$ cat src/rtl/alu_carry_pkg.sv
package alu_carry_pkg;
  localparam int unsigned OP_W = 4;

  typedef enum logic [OP_W-1:0] {
    OP_SADD   = 4'd0,
    OP_SSUB   = 4'd1,
    OP_UADD   = 4'd2,
    OP_USUB   = 4'd3,
    OP_VADD   = 4'd4,
    OP_VSUB   = 4'd5,
    OP_LADD   = 4'd6,
    OP_LSUB   = 4'd7,
    OP_AND    = 4'd8,
    OP_OR     = 4'd9,
    OP_XOR    = 4'd10,
    OP_BNDCHK = 4'd11
  } op_e;

  typedef enum logic [1:0] {
    CWB_KEEP  = 2'd0,
    CWB_CLEAR = 2'd1,
    CWB_SAVE  = 2'd2,
    CWB_INV   = 2'd3
  } cwb_e;

  typedef enum logic [1:0] {
    OUT_ADD  = 2'd0,
    OUT_LOG  = 2'd1,
    OUT_LEFT = 2'd2,
    OUT_ZERO = 2'd3
  } osel_e;

  typedef enum logic [1:0] {
    LOG_AND = 2'd0,
    LOG_OR  = 2'd1,
    LOG_XOR = 2'd2
  } lfn_e;

  typedef struct packed {
    logic  use_carry; // take stored carry as cin
    logic  sub;       // invert right and cin
    logic  neg_ovf;   // negate right for overflow
    cwb_e  cwb;
    osel_e osel;
    lfn_e  lfn;
    logic  bad;
  } ctrl_t;
endpackage

$ cat src/rtl/alu_carry_ctrl.sv
module alu_carry_ctrl
  import alu_carry_pkg::*;
(
  input  logic [OP_W-1:0] op_i,
  output ctrl_t           ctrl_o
);
  always_comb begin
    ctrl_o = '{use_carry: 1'b0, sub: 1'b0, neg_ovf: 1'b0, cwb: CWB_KEEP,
               osel: OUT_ZERO, lfn: LOG_AND, bad: 1'b0};
    case (op_i)
      OP_SADD:   begin ctrl_o.use_carry = 1'b1; ctrl_o.cwb = CWB_CLEAR; ctrl_o.osel = OUT_ADD; end
      OP_SSUB:   begin ctrl_o.use_carry = 1'b1; ctrl_o.sub = 1'b1; ctrl_o.neg_ovf = 1'b1;
                       ctrl_o.cwb = CWB_CLEAR; ctrl_o.osel = OUT_ADD; end
      OP_UADD:   begin ctrl_o.use_carry = 1'b1; ctrl_o.cwb = CWB_SAVE; ctrl_o.osel = OUT_ADD; end
      OP_USUB:   begin ctrl_o.use_carry = 1'b1; ctrl_o.sub = 1'b1; ctrl_o.neg_ovf = 1'b1;
                       ctrl_o.cwb = CWB_INV; ctrl_o.osel = OUT_ADD; end
      OP_VADD:   ctrl_o.osel = OUT_ADD;
      OP_VSUB:   begin ctrl_o.sub = 1'b1; ctrl_o.neg_ovf = 1'b1; ctrl_o.osel = OUT_ADD; end
      OP_LADD:   begin ctrl_o.cwb = CWB_CLEAR; ctrl_o.osel = OUT_ADD; end
      OP_LSUB:   begin ctrl_o.sub = 1'b1; ctrl_o.neg_ovf = 1'b1; ctrl_o.cwb = CWB_CLEAR;
                       ctrl_o.osel = OUT_ADD; end
      OP_AND:    begin ctrl_o.osel = OUT_LOG; ctrl_o.lfn = LOG_AND; end
      OP_OR:     begin ctrl_o.osel = OUT_LOG; ctrl_o.lfn = LOG_OR; end
      OP_XOR:    begin ctrl_o.osel = OUT_LOG; ctrl_o.lfn = LOG_XOR; end
      OP_BNDCHK: begin ctrl_o.sub = 1'b1; ctrl_o.osel = OUT_LEFT; end // flags from l-r, no negation
      default:   ctrl_o.bad = 1'b1;
    endcase
  end
endmodule

$ cat src/rtl/alu_carry_adder.sv
module alu_carry_adder #(
  parameter int unsigned WIDTH = 32
) (
  input  logic [WIDTH-1:0] a_i,
  input  logic [WIDTH-1:0] b_i,
  input  logic             cin_i,
  output logic [WIDTH-1:0] sum_o,
  output logic             cout_o
);
  logic [WIDTH:0] full;
  assign full   = {1'b0, a_i} + {1'b0, b_i} + {{WIDTH{1'b0}}, cin_i};
  assign sum_o  = full[WIDTH-1:0];
  assign cout_o = full[WIDTH];
endmodule

$ cat src/rtl/alu_carry_logic.sv
module alu_carry_logic
  import alu_carry_pkg::*;
#(
  parameter int unsigned WIDTH = 32
) (
  input  logic [WIDTH-1:0] a_i,
  input  logic [WIDTH-1:0] b_i,
  input  lfn_e             fn_i,
  output logic [WIDTH-1:0] y_o
);
  always_comb begin
    case (fn_i)
      LOG_OR:  y_o = a_i | b_i;
      LOG_XOR: y_o = a_i ^ b_i;
      default: y_o = a_i & b_i;
    endcase
  end
endmodule

$ cat src/rtl/alu_carry.sv
module alu_carry
  import alu_carry_pkg::*;
#(
  parameter int unsigned WIDTH = 32
) (
  input  logic             clk_i,
  input  logic             rst_ni,
  input  logic             valid_i,
  input  logic             reject_i,
  input  logic             trap_i,
  input  logic [OP_W-1:0]  op_i,
  input  logic [WIDTH-1:0] left_i,
  input  logic [WIDTH-1:0] right_i,
  output logic [WIDTH-1:0] result_o,
  output logic             carry_out_o,
  output logic             overflow_o,
  output logic             bad_op_o,
  output logic             carry_o
);
  localparam int unsigned MSB = WIDTH - 1;

  ctrl_t            ctrl;
  logic [WIDTH-1:0] b_in, sum, log_y, alu_out, res_d, eff_right;
  logic             cin, cout, ovf_d, cout_d, carry_d, commit;
  logic [WIDTH-1:0] result_q;
  logic             cout_q, ovf_q, bad_q, carry_q;

  alu_carry_ctrl u_ctrl (.op_i(op_i), .ctrl_o(ctrl));

  assign b_in = ctrl.sub ? ~right_i : right_i;
  assign cin  = (ctrl.use_carry & carry_q) ^ ctrl.sub;

  alu_carry_adder #(.WIDTH(WIDTH)) u_add (
    .a_i(left_i), .b_i(b_in), .cin_i(cin), .sum_o(sum), .cout_o(cout)
  );

  alu_carry_logic #(.WIDTH(WIDTH)) u_log (
    .a_i(left_i), .b_i(right_i), .fn_i(ctrl.lfn), .y_o(log_y)
  );

  assign alu_out   = (ctrl.osel == OUT_LOG) ? log_y : sum;
  assign eff_right = ctrl.neg_ovf ? (~right_i + {{MSB{1'b0}}, 1'b1}) : right_i;

  always_comb begin
    case (ctrl.osel)
      OUT_ADD:  res_d = sum;
      OUT_LOG:  res_d = log_y;
      OUT_LEFT: res_d = left_i;
      default:  res_d = '0;
    endcase
  end

  assign cout_d = (ctrl.osel == OUT_ADD || ctrl.osel == OUT_LEFT) ? cout : 1'b0;
  assign ovf_d  = !ctrl.bad && (left_i[MSB] == eff_right[MSB]) && (alu_out[MSB] != left_i[MSB]);

  always_comb begin
    case (ctrl.cwb)
      CWB_CLEAR: carry_d = 1'b0;
      CWB_SAVE:  carry_d = cout;
      CWB_INV:   carry_d = ~cout;
      default:   carry_d = carry_q;
    endcase
  end

  assign commit = valid_i && !reject_i && !trap_i;

  always_ff @(posedge clk_i or negedge rst_ni) begin
    if (!rst_ni) begin
      result_q <= '0;
      cout_q   <= 1'b0;
      ovf_q    <= 1'b0;
      bad_q    <= 1'b0;
    end else if (valid_i) begin
      result_q <= res_d;
      cout_q   <= cout_d;
      ovf_q    <= ovf_d;
      bad_q    <= ctrl.bad;
    end
  end

  always_ff @(posedge clk_i or negedge rst_ni) begin
    if (!rst_ni)     carry_q <= 1'b0;
    else if (commit) carry_q <= carry_d;
  end

  assign result_o    = result_q;
  assign carry_out_o = cout_q;
  assign overflow_o  = ovf_q;
  assign bad_op_o    = bad_q;
  assign carry_o     = carry_q;

  assert_idle_hold_R2: assert property (@(posedge clk_i) disable iff (!rst_ni)
    !valid_i |=> $stable(result_o) && $stable(carry_o) && $stable(bad_op_o));

  assert_clear_flavour_R5: assert property (@(posedge clk_i) disable iff (!rst_ni)
    (valid_i && !reject_i && !trap_i &&
     op_i inside {OP_SADD, OP_SSUB, OP_LADD, OP_LSUB}) |=> !carry_o);

  assert_keep_flavour_R5: assert property (@(posedge clk_i) disable iff (!rst_ni)
    (valid_i && op_i inside {OP_VADD, OP_VSUB, OP_AND, OP_OR, OP_XOR, OP_BNDCHK})
    |=> $stable(carry_o));

  assert_no_commit_R6: assert property (@(posedge clk_i) disable iff (!rst_ni)
    (reject_i || trap_i) |=> $stable(carry_o));

  assert_bndchk_left_R7: assert property (@(posedge clk_i) disable iff (!rst_ni)
    (valid_i && op_i == OP_BNDCHK) |=> result_o == $past(left_i));

  assert_bad_op_R10: assert property (@(posedge clk_i) disable iff (!rst_ni)
    (valid_i && op_i > OP_BNDCHK) |=> bad_op_o && result_o == '0 && !overflow_o
                                     && !carry_out_o && $stable(carry_o));
endmodule

$ cat config.mk
export PLATFORM = sky130hd
export DESIGN_NAME = alu_carry
export DESIGN_NICKNAME = d
export VERILOG_FILES = /design/src/rtl/alu_carry_pkg.sv /design/src/rtl/alu_carry_ctrl.sv /design/src/rtl/alu_carry_adder.sv /design/src/rtl/alu_carry_logic.sv /design/src/rtl/alu_carry.sv
export SDC_FILE = /design/constraint.sdc
export NUM_CORES = 1
export LEC_CHECK = 0
export ABC_AREA = 0
export BUFFER_PORTS_ARGS = -buffer_cell sky130_fd_sc_hd__clkbuf_2
export CAP_MARGIN = 15
export CORE_MARGIN = 5
export CORE_UTILIZATION = 59
export CTS_CLUSTER_DIAMETER = 200
export DETAILED_ROUTE_END_ITERATION = 16
export PLACE_DENSITY = 0.83
export SKIP_CTS_REPAIR_TIMING = 1
export SLEW_MARGIN = 40
export SYNTH_ARGS = -nofsm -noshare
export SYNTH_HDL_FRONTEND = slang
export SYNTH_HIERARCHICAL = 1
export SYNTH_SLANG_ARGS = --single-unit
$ cat constraint.sdc
create_clock -name clk_i -period 4.5 [get_ports clk_i]
set_clock_uncertainty 0.15 [all_clocks]
set_input_delay 0.9 -clock clk_i [delete_from_list [all_inputs] [get_ports clk_i]]
set_output_delay 0.9 -clock clk_i [all_outputs]
set_load 0.05 [all_outputs]
=== Yosys cells after proc, flatten, opt, wreduce, memory -nomap -nowiden ===
Index checks and enable logic that the tools add are counted.

* Bits of input ports: 73
* Memories: 0
* Bits in registers: 36
* Bits in writable memories: 0
* Output and inout port bits: 36
* Bits in latches: 0
* Bits in read-only memories: 0

* Muxes and demuxes: 14
* Shift-type cells: 0
* Multiply operators: 0
* Add/sub/neg operators: 3
* Divide/modulo/power cells: 0
* Magnitude comparators: 0
* Eq/ne operators: 20
* Reduce and logical (&&, ||, !) cells: 18
* Bitwise logic cells: 7

{| class="wikitable"
|+ Operators by type and width
! cell !! number
|-
| 2-to-1 mux 32 bit || 3
|-
| case mux 32 bit (3 select lines) || 1
|-
| case mux 32 bit (2 select lines) || 1
|-
| adder 32 x 32 -> 33 bit || 1
|-
| adder 33 x 1 -> 33 bit || 1
|-
| adder 32 x 1 -> 32 bit, second input constant || 1
|-
| bitwise AND 32 bit || 1
|-
| inverter 32 bit || 1
|-
| OR 32 bit || 1
|-
| bitwise XOR 32 bit || 1
|-
| == test 4 x 3 -> 1 bit, second input constant || 4
|-
| == test 4 bit, second input constant || 4
|-
| case mux 2 bit (3 select lines) || 2
|-
| OR reduction 12 bit || 1
|-
| OR reduction 4 bit || 3
|-
| == test 2 bit, second input constant || 4
|-
| == test 4 x 2 -> 1 bit, second input constant || 2
|-
| OR reduction 8 bit || 1
|-
| == test 2 x 1 -> 1 bit, second input constant || 3
|-
| 2-to-1 mux 1 bit || 5
|-
| OR reduction 5 bit || 1
|-
| == test 4 x 1 -> 1 bit, second input constant || 1
|-
| logical AND 1 bit || 4
|-
| zero test 4 bit || 1
|-
| other kinds (13) || 14
|}

=== Longest topological paths before layout ===
Gate-level depths: netlist of the first run.

* Depth after elaboration: 9
* Depth in mapped cells: 18
* Mapped depth without buffers: 16

=== Hierarchy ===
The synthesis of the first run kept the hierarchy.

{| class="wikitable"
|+ Modules (own cells, without submodules)
! module !! instances !! sequential area each (µm²) !! area an instance (µm²) !! cells an instance
|-
| alu_carry || 1 || 900.9 || 2399.8 || 283
|-
| alu_carry_logic || 1 || 0.0 || 1876.8 || 273
|-
| alu_carry_adder || 1 || 0.0 || 1854.3 || 259
|-
| alu_carry_ctrl || 1 || 0.0 || 106.4 || 16
|}

=== Worst setup path before layout of the first run ===
No wires, ideal clock.

* Path kind: input to register
* Start point: input port op_i[2]
* End point: register result_q[28], in the netlist result_o[28]
* Setup time: 0.137 ns
* Setup slack: -0.091 ns
* Data arrival time: 4.304 ns
* Stages on the path: 18
* Path through: nand2b_2 > a21oi_1 > clkbuf_1 > buf_2 > xnor2_1 > fa_1 > fa_1 > a21oi_1 > o32ai_1 > o211ai_2 > a21o_1 > o21ai_2 > a2111oi_0 > a311oi_1 > mux2i_1 > nor2_1 > a21oi_1 > a21oi_1

{| class="wikitable"
|+ RTL lines
! what !! line !! source
|-
| start: declaration || alu_carry.sv:11 || <nowiki>input logic [OP_W-1:0] op_i,</nowiki>
|-
| end signal: assignment || alu_carry.sv:74 || <nowiki>result_q <= res_d;</nowiki>
|-
| end: declaration || alu_carry.sv:25 || <nowiki>logic [WIDTH-1:0] result_q;</nowiki>
|}

==> results.sh, run 1 <==
export IMPL_power_uw=1850
export IMPL_totalWireLength_um=16800
export IMPL_finalSetupViolCount=0
export IMPL_initial_utilization_pct=60.4
export IMPL_status="finished, final reports clean"
export IMPL_diodes=0
export IMPL_fmax_mhz=238
export IMPL_p_per_area_nw_per_um2=263
export IMPL_dieArea_um2=12700
export IMPL_relSlewSlack_pct=47.4
export IMPL_chipHeight_um=113
export IMPL_chipWidth_um=113
export IMPL_yosys_top_cells_count="100 x a21oi_1, 97 x ha_1, 87 x nor2_1"
export IMPL_place_hpwl_um=12900
export IMPL_io_buffers=108
export IMPL_clock_sinks=36
export IMPL_power_leakage_uw=0.00353
export IMPL_yosys_area_share_adder_pct=20.1
export IMPL_area_growth_pct=13.0
export IMPL_viasPerCell=5.80
export IMPL_drt_iter0_drc=435
export IMPL_syn_area_um2=6240
export IMPL_synthSimpleGateAreaFrac_pct=22.3
export IMPL_syn_avg_cell_area_um2=7.51
export IMPL_worst_path_max_fanout=4
export IMPL_clockBufferDepth=2
export IMPL_antenna_found_initial=0
export IMPL_synth_compound_area_share_pct=20.4
export IMPL_synth_top_family_by_area="simple AND/OR/NAND/NOR gates"
export IMPL_final_hold_viol_count=0
export IMPL_hold_depth=1
export IMPL_grt_pass1_wl_um=28000
export IMPL_yosys_register_bits=36
export IMPL_cp_required_ps=4500
export IMPL_synth_xor_area_share_pct=8.28
export IMPL_synthMostInstantiatedCell="a21oi_1"
export IMPL_coreArea_um2=10300
export IMPL_start_kind="input port"
export IMPL_rows=37
export IMPL_tightest_slew_ps=787
export IMPL_worstRegToRegCells=15
export IMPL_grt_remaining_overflow=0
export IMPL_synth_top_cell_by_area="ha_1"
export IMPL_nNetsFinal=1107
export IMPL_arrival_ps=4210
export IMPL_clk_pin_slew_ps=90
export IMPL_cap_violations=0
export IMPL_grt_pass1_vias=6028
export IMPL_synth_edf_count=0
export IMPL_synth_area_leaders="ha_1 19%, dfrtp_1 14%, a21oi_1 8.0%, xor2_1 6.7%, mux2i_1 5.5%"
export IMPL_ys_warn_count=6
export IMPL_end_kind="flop"
export IMPL_cts_buffers=5
export IMPL_clock_latency_ps=290
export IMPL_seq_area_frac_synth_pct=14.4
export IMPL_muxShareOfSynthArea_pct=5.64
export IMPL_post_route_period_util_pct=93.4
export IMPL_timing_setup_critical_path_class="in -> reg"
export IMPL_whs_ps=373
export IMPL_slew_viol_final=0
export IMPL_ys_types=68
export IMPL_dr_pass1_iters=5
export IMPL_wl_per_cell_um=15.7
export IMPL_grt_total_usage_pct=25.8
export IMPL_gp_congestion=0.952
export IMPL_synth_top_flop_cell="dfrtp_1"
export IMPL_async_reset_ff_share_pct=100
export IMPL_cts_tree="built"
export IMPL_drive_gt1_share_pct=18.0
export IMPL_root_buffer="clkbuf_8"
export IMPL_drc_errors=0
export IMPL_hold_class="reg -> reg"
export IMPL_ir_worst_vdd_mv=0.152
export IMPL_synth_top_area_share_pct=19.5
export IMPL_synthCells=831
export IMPL_layout_min_cycle_time_ps=4200
export IMPL_io_pins=109
export IMPL_vias=6217
export IMPL_grt_max_degree=71
export IMPL_mappedNetlistNets=1003
export IMPL_drtAntennaViolNets=0
export IMPL_h_tree_depth=2
[registers in the layout, summed over array words and instances (netlist names)]
signal	count
overflow_o	1
bad_op_o	1
carry_out_o	1
carry_o	1
result_o	32
[worst max-delay path, cell delays in order]
cell and delay, ps:
clkbuf_2 90, nand2b_2 200, a21oi_4 230, xor2_1 120, fa_1 460, fa_1 410
a21oi_1 240, o32ai_2 140, o211ai_2 240, a21o_1 220, o21ai_2 90, a2111oi_1 380
a311oi_1 90, mux2i_1 140, nor2_1 50, a21oi_1 130, a21oi_1 80
[metrics by stage]
| stage | util (%) | std cells | instance area (um2) | setup WS, ps | setup TNS, ps |
|---|---|---|---|---|---|
| floorplan | - | 831 | 6240 | 71.6 | 0 |
| global placement | 67.3 | 1064 | 6950 | 32.3 | 0 |
| detailed placement | 67.3 | 1064 | 6950 | -111 | -155 |
| CTS | 68.1 | 1071 | 7030 | 178 | 0 |
| global route | 68.3 | 1071 | 7050 | -8.80 | -8.80 |
| finish | 68.3 | 1071 | 7050 | 298 | 0 |
[cells by family (layout without fill, tap and decap cells)]
| logic type | after synthesis | after routing |
|---|---|---|
| and+or+nand+nor | 273 | 273 |
| AOI/OAI and AO/OA | 209 | 209 |
| buffers and inverters | 120 | 224 |
| adders and majority gates | 99 | 99 |
| xor gates and xnor gates | 59 | 59 |
| DFF | 36 | 36 |
| muxes | 35 | 35 |
[power breakdown]
group          internal, uW  switching, uW
logic                   432            766
registers               380           31.4
clock network           106            137
[cell usage in the layout (no fill, tap or decap), types with 6 or more instances in the layout]
cell and count:
nand2b_1 32, xnor2_1 11, xor2_1 48, mux2i_1 34, nor4_1 7, ha_1 97, nand4_1 10, buf_4 30
nor2b_1 34, nor3_1 9, nor2_1 87, o21ai_1 9, a31oi_1 32, clkbuf_2 107, nand3_1 6, dfrtp_1 36
a21oi_1 99, o21ai_0 13, a21o_1 12, inv_1 76, o21a_1 6, nand2_1 57
[metal layers]
layer	share of wire (%)	vias to the layer above	track usage, %
met5	0	-	0
met2	48	216	44.4
met1	44	2912	34.1
li1	-	3063	-
met4	1.5	0	6.17
met3	6.6	26	3.69
[final cells by class]
type                       instances  area (um2)
inverter                          78         293
multi-input combinational        675        4830
fill                             916        3280
clock buffer                       6        72.6
tap                              136         170
timing repair buffer             139         779
clock inverter                     1        5.00
sequential                        36         901
[worst paths after layout]
kind	endpoint	start	slack (ps)
worst max register to register	result_o[28]	carry_o	950
worst min register to register	bad_op_o	bad_op_o	370
max in group asynchronous	result_o[17]	rst_ni	3330
worst max-delay path	result_o[28]	op_i[2]	300
worst min-delay path	bad_op_o	bad_op_o	370
min in group asynchronous	result_o[3]	rst_ni	470
Note: power is estimated with default switching activity, not from simulation.
==> run 2: changes to the inputs <==
--- a/config.mk
+++ b/config.mk
@@ -6,12 +6,12 @@
 export NUM_CORES = 1
 export LEC_CHECK = 0
 export ABC_AREA = 0
-export BUFFER_PORTS_ARGS = -buffer_cell sky130_fd_sc_hd__clkbuf_2
 export CAP_MARGIN = 15
 export CORE_MARGIN = 5
-export CORE_UTILIZATION = 59
+export CORE_UTILIZATION = 67
 export CTS_CLUSTER_DIAMETER = 200
 export DETAILED_ROUTE_END_ITERATION = 16
+export DONT_BUFFER_PORTS = 1
 export PLACE_DENSITY = 0.83
 export SKIP_CTS_REPAIR_TIMING = 1
 export SLEW_MARGIN = 40
==> results.sh, run 2 (same netlist as run 1, synthesis figures left out) <==
export IMPL_r2r_end="carry_o"
export IMPL_clk_pin_slew_ps=90
export IMPL_io_pins=109
export IMPL_clock_latency_ps=290
export IMPL_grt_pass1_wl_um=28500
export IMPL_cpPeakStageDelay_ps=400
export IMPL_arrival_ps=4270
export IMPL_cp_common_cell="a21oi_1"
export IMPL_diodes=0
export IMPL_drive_gt1_share_pct=6.23
export IMPL_worst_path_max_fanout=16
export IMPL_cp_required_ps=4580
export IMPL_fmax_mhz=238
export IMPL_grt_total_usage_pct=30.1
export IMPL_clock_sinks=36
export IMPL_fin_util_pct=70.2
export IMPL_path_cells="nand2b_2 -> a21oi_4 -> buf_4 -> xor2_1 -> ha_1 -> nand4_2 -> or3_1 -> or3_4 -> a2111oi_4 -> a21oi_1 -> o21ai_1 -> xor2_1 -> mux2i_1 -> nor2_1 -> a21oi_1 -> a21oi_1"
export IMPL_wl_per_cell_um=18.5
export IMPL_antenna_found_initial=0
export IMPL_pwr_share_clk_pct=14.9
export IMPL_power_leakage_uw=0.00304
export IMPL_area_growth_pct=2.99
export IMPL_post_route_period_util_pct=93.3
export IMPL_power_switching_uw=870
export IMPL_cap_violations=0
export IMPL_start_kind="input port"
export IMPL_place_hpwl_um=12900
export IMPL_initial_utilization_pct=68.1
export IMPL_drt_iter0_drc=357
export IMPL_vias=5896
export IMPL_tightest_slew_ps=644
export IMPL_drtAntennaViolNets=0
export IMPL_dieArea_um2=11300
export IMPL_r2r_start="carry_o"
export IMPL_timing_setup_critical_path_class="in -> reg"
export IMPL_gp_congestion=0.926
export IMPL_grt_pass1_vias=6068
export IMPL_r2r_slack_ps=730
export IMPL_layout_min_cycle_time_ps=4200
export IMPL_rows=35
export IMPL_finalSetupViolCount=0
export IMPL_cts_buffers=5
export IMPL_slowest_stage="or3_4"
export IMPL_relSlewSlack_pct=57.1
export IMPL_dr_pass1_iters=6
export IMPL_rsz0062_at_grt="false"
export IMPL_status="finished, final reports clean"
export IMPL_largest_reg_flops=32
export IMPL_ir_worst_vdd_mv=0.196
export IMPL_intPower_uw=869
export IMPL_drc_errors=0
export IMPL_cts_tree="built"
export IMPL_final_hold_viol_count=0
export IMPL_most_common_layout_cells="99 x a21oi_1, 96 x ha_1, 87 x nor2_1"
export IMPL_grt_remaining_overflow=0
export IMPL_coreArea_um2=9150
export IMPL_totalWireLength_um=17200
export IMPL_chipWidth_um=106
export IMPL_nFillCells=751
export IMPL_final_common_cell="a21oi_1"
export IMPL_nNetsFinal=989
export IMPL_io_buffers=0
export IMPL_seqPwrFrac_pct=35.8
export IMPL_h_tree_depth=2
export IMPL_viasPerCell=6.35
export IMPL_slew_viol_final=0
export IMPL_grt_max_degree=72
export IMPL_worstRegToRegCells=15
export IMPL_p_sw_share_pct=50.0
export IMPL_tns_ps=0
export IMPL_hold_class="in -> async"
export IMPL_p_per_area_nw_per_um2=271
export IMPL_chipHeight_um=106
export IMPL_root_buffer="clkbuf_8"
export IMPL_end_kind="flop"
export IMPL_comb_power_share_pct=49.3
export IMPL_clockBufferDepth=2
-- run 2: per-stage QoR --
| stage | worst slack [ps] | cells | total power [uW] | hold WS, ps | cell area [um2] |
|---|---|---|---|---|---|
| after CTS | 241 | 928 | 1730 | 137 | 6390 |
| after floorplan | 71.6 | 831 | 1300 | 454 | 6240 |
| final | 302 | 929 | 1740 | 139 | 6420 |
| after global routing | 5.45 | 929 | 1870 | 128 | 6420 |
| after detailed placement | -31.9 | 920 | 1470 | 455 | 6290 |
| after global placement | 110 | 920 | 1440 | 455 | 6290 |
-- run 2: power by group through the flow --
stage          clock [uW]  sequential [uW]  combinational, uW
3_3_place_gp            0              628                809
5_1_grt               278              629                958
6_report              260              622                857
2_1_floorplan           0              618                680
4_1_cts               263              623                844
3_5_place_dp            0              629                839
-- run 2: critical path, delay by kind of cell --
family	cells	cell delay, ps
and+or+nand+nor	5	1310
AOI/OAI and AO/OA	6	1040
muxes	1	90
adders and majority gates	1	330
xor gates and xnor gates	2	270
buffers and inverters	1	330
-- run 2: how the worst max path moves through the flow --
stage | slack (ps) | to | start
after floorplan | 70 | result_o[28] | op_i[2]
after global placement | 110 | result_o[20] | op_i[2]
after detailed placement | -30 | result_o[20] | op_i[2]
after CTS | 240 | overflow_o | op_i[2]
after global routing | 5 | overflow_o | op_i[2]
final | 300 | result_o[30] | op_i[2]
-- run 2: area by class of cell --
| type | count | area, um2 | area share [%] |
|---|---|---|---|
| repair buffers | 21 | 181 | 2.82 |
| multi-input cells | 675 | 4820 | 75.0 |
| flip-flops and latches | 36 | 901 | 14.0 |
| inverters | 78 | 293 | 4.56 |
| clock inverters | 2 | 10.0 | 0.156 |
| clock buffers | 6 | 82.6 | 1.29 |
| well taps | 111 | 139 | 2.16 |
-- run 2: layer usage --
| layer | wire length, um | part of all wire (%) | track usage, % |
|---|---|---|---|
| met2 | 8460 | 49 | 54.0 |
| met4 | 282 | 1.6 | 8.77 |
| met1 | 7160 | 42 | 35.8 |
| met3 | 1250 | 7.3 | 6.62 |
| met5 | 0 | 0 | 0 |
==> run 3: changes to the inputs <==
--- a/config.mk
+++ b/config.mk
@@ -7,7 +7,7 @@
 export LEC_CHECK = 0
 export ABC_AREA = 0
 export CAP_MARGIN = 15
-export CORE_MARGIN = 5
+export CORE_MARGIN = 3
 export CORE_UTILIZATION = 67
 export CTS_CLUSTER_DIAMETER = 200
 export DETAILED_ROUTE_END_ITERATION = 16
==> results.sh, run 3 (same netlist as run 1, synthesis figures left out) <==
export IMPL_status="finished, final reports clean"
export IMPL_p_sw_share_pct=49.9
export IMPL_h_tree_depth=2
export IMPL_clk_pin_slew_ps=90
export IMPL_wl_per_cell_um=18.2
export IMPL_relSlewSlack_pct=55.5
export IMPL_hold_class="in -> async"
export IMPL_cts_buffers=5
export IMPL_stdcell_area_um2=6420
export IMPL_antenna_found_initial=0
export IMPL_tns_ps=0
export IMPL_intPower_uw=869
export IMPL_ir_worst_vdd_mv=0.169
export IMPL_rows=34
export IMPL_tightest_slew_ps=668
export IMPL_fmax_mhz=236
export IMPL_clock_sinks=36
export IMPL_viasPerCell=6.26
export IMPL_instances_no_fill=927
export IMPL_numPlacedInstances=918
export IMPL_drc_errors=0
export IMPL_r2r_slack_ps=710
export IMPL_nNetsFinal=990
export IMPL_arrival_ps=4300
export IMPL_dieArea_um2=10500
export IMPL_totalWireLength_um=16900
export IMPL_diodes=0
export IMPL_final_common_cell="a21oi_1"
export IMPL_comb_power_share_pct=49.2
export IMPL_root_buffer="clkbuf_8"
export IMPL_whs_ps=137
export IMPL_worst_path_max_fanout=16
export IMPL_power_uw=1730
export IMPL_seqPwrFrac_pct=35.8
export IMPL_chipWidth_um=102
export IMPL_largest_reg_flops=32
export IMPL_finalSetupViolCount=0
export IMPL_cp_required_ps=4550
export IMPL_chipHeight_um=102
export IMPL_cts_tree="built"
export IMPL_gp_congestion=0.922
export IMPL_drtAntennaViolNets=0
export IMPL_area_growth_pct=2.99
export IMPL_layout_min_cycle_time_ps=4250
export IMPL_most_common_layout_cells="99 x a21oi_1, 97 x ha_1, 87 x nor2_1"
export IMPL_rsz0062_at_grt="false"
export IMPL_grt_pass1_wl_um=27400
export IMPL_coreArea_um2=8890
export IMPL_clockBufferDepth=2
export IMPL_io_buffers=0
export IMPL_drive_gt1_share_pct=6.23
export IMPL_end_kind="flop"
export IMPL_cap_violations=0
export IMPL_final_hold_viol_count=0
export IMPL_timing_setup_critical_path_class="in -> reg"
export IMPL_clock_latency_ps=290
export IMPL_p_per_area_nw_per_um2=270
export IMPL_grt_total_usage_pct=32.2
export IMPL_place_area_um2=6300
export IMPL_slew_viol_final=0
export IMPL_power_leakage_uw=0.00305
export IMPL_start_kind="input port"
export IMPL_initial_utilization_pct=70.2
export IMPL_grt_max_degree=72
export IMPL_drt_iter0_drc=235
export IMPL_power_switching_uw=866
export IMPL_grt_pass1_vias=5779
export IMPL_place_hpwl_um=12700
export IMPL_io_pins=109
export IMPL_post_route_period_util_pct=94.3
export IMPL_pwr_share_clk_pct=15.0
export IMPL_dr_pass1_iters=5
export IMPL_vias=5799
export IMPL_grt_remaining_overflow=0
==> run 3: worst paths after layout <==
path / start / endpoint / cells past startpoint
setup / recovery: op_i[2] / overflow_o / 17
hold / removal: rst_ni / result_o[8] / 0
min in group clk_i: valid_i / result_o[27] / 1
hold reg to reg: carry_out_o / carry_out_o / 2
setup reg to reg: carry_o / result_o[26] / 17
max in group asynchronous: rst_ni / result_o[25] / 0
==> run 3: routing by layer <==
metal / part of all wire [%] / global-route usage [%] / vias up
met3: 6.9 / 6.21 / 39
met4: 2.4 / 10.4 / 0
met5: 0 / 0 / -
li1: - / - / 2824
met2: 48 / 55.8 / 219
met1: 43 / 39.8 / 2717
==> run 3: worst max-delay path: stages <==
cell,delay (ps)
nand2b_2,210
a21oi_4,250
buf_4,330
xor2_1,130
ha_1,330
buf_4,170
nand4_1,140
nor3_1,300
nand2_1,100
nor3_1,430
o21ai_1,150
mux2i_1,150
nor2_1,170
mux2i_1,110
nor4b_1,260
nand2_1,80
o221ai_1,80
==> run 3: power groups by stage <==
stage               Combinational [uW]  Clock (uW)  Sequential (uW)
finish                             854         260              621
global route                       955         276              630
CTS                                840         267              622
detailed placement                 835           0              628
global placement                   806           0              628
floorplan                          680           0              618
==> run 3: layout make-up <==
type | count | area, um2
fillers | 771 | 2470
clock inverters | 2 | 10.0
repair buffers | 22 | 185
inverters | 78 | 293
clock buffers | 6 | 82.6
multi-input cells | 675 | 4820
well taps | 108 | 135
flip-flops and latches | 36 | 901
==> run 3: through the flow <==
stage                     setup slack (ps)  utilization [%]
after detailed placement             -24.7             70.8
after floorplan                       71.6                -
after global placement                 103             70.8
after CTS                              292             71.9
final                                  255             72.2
after global routing                  59.0             72.2
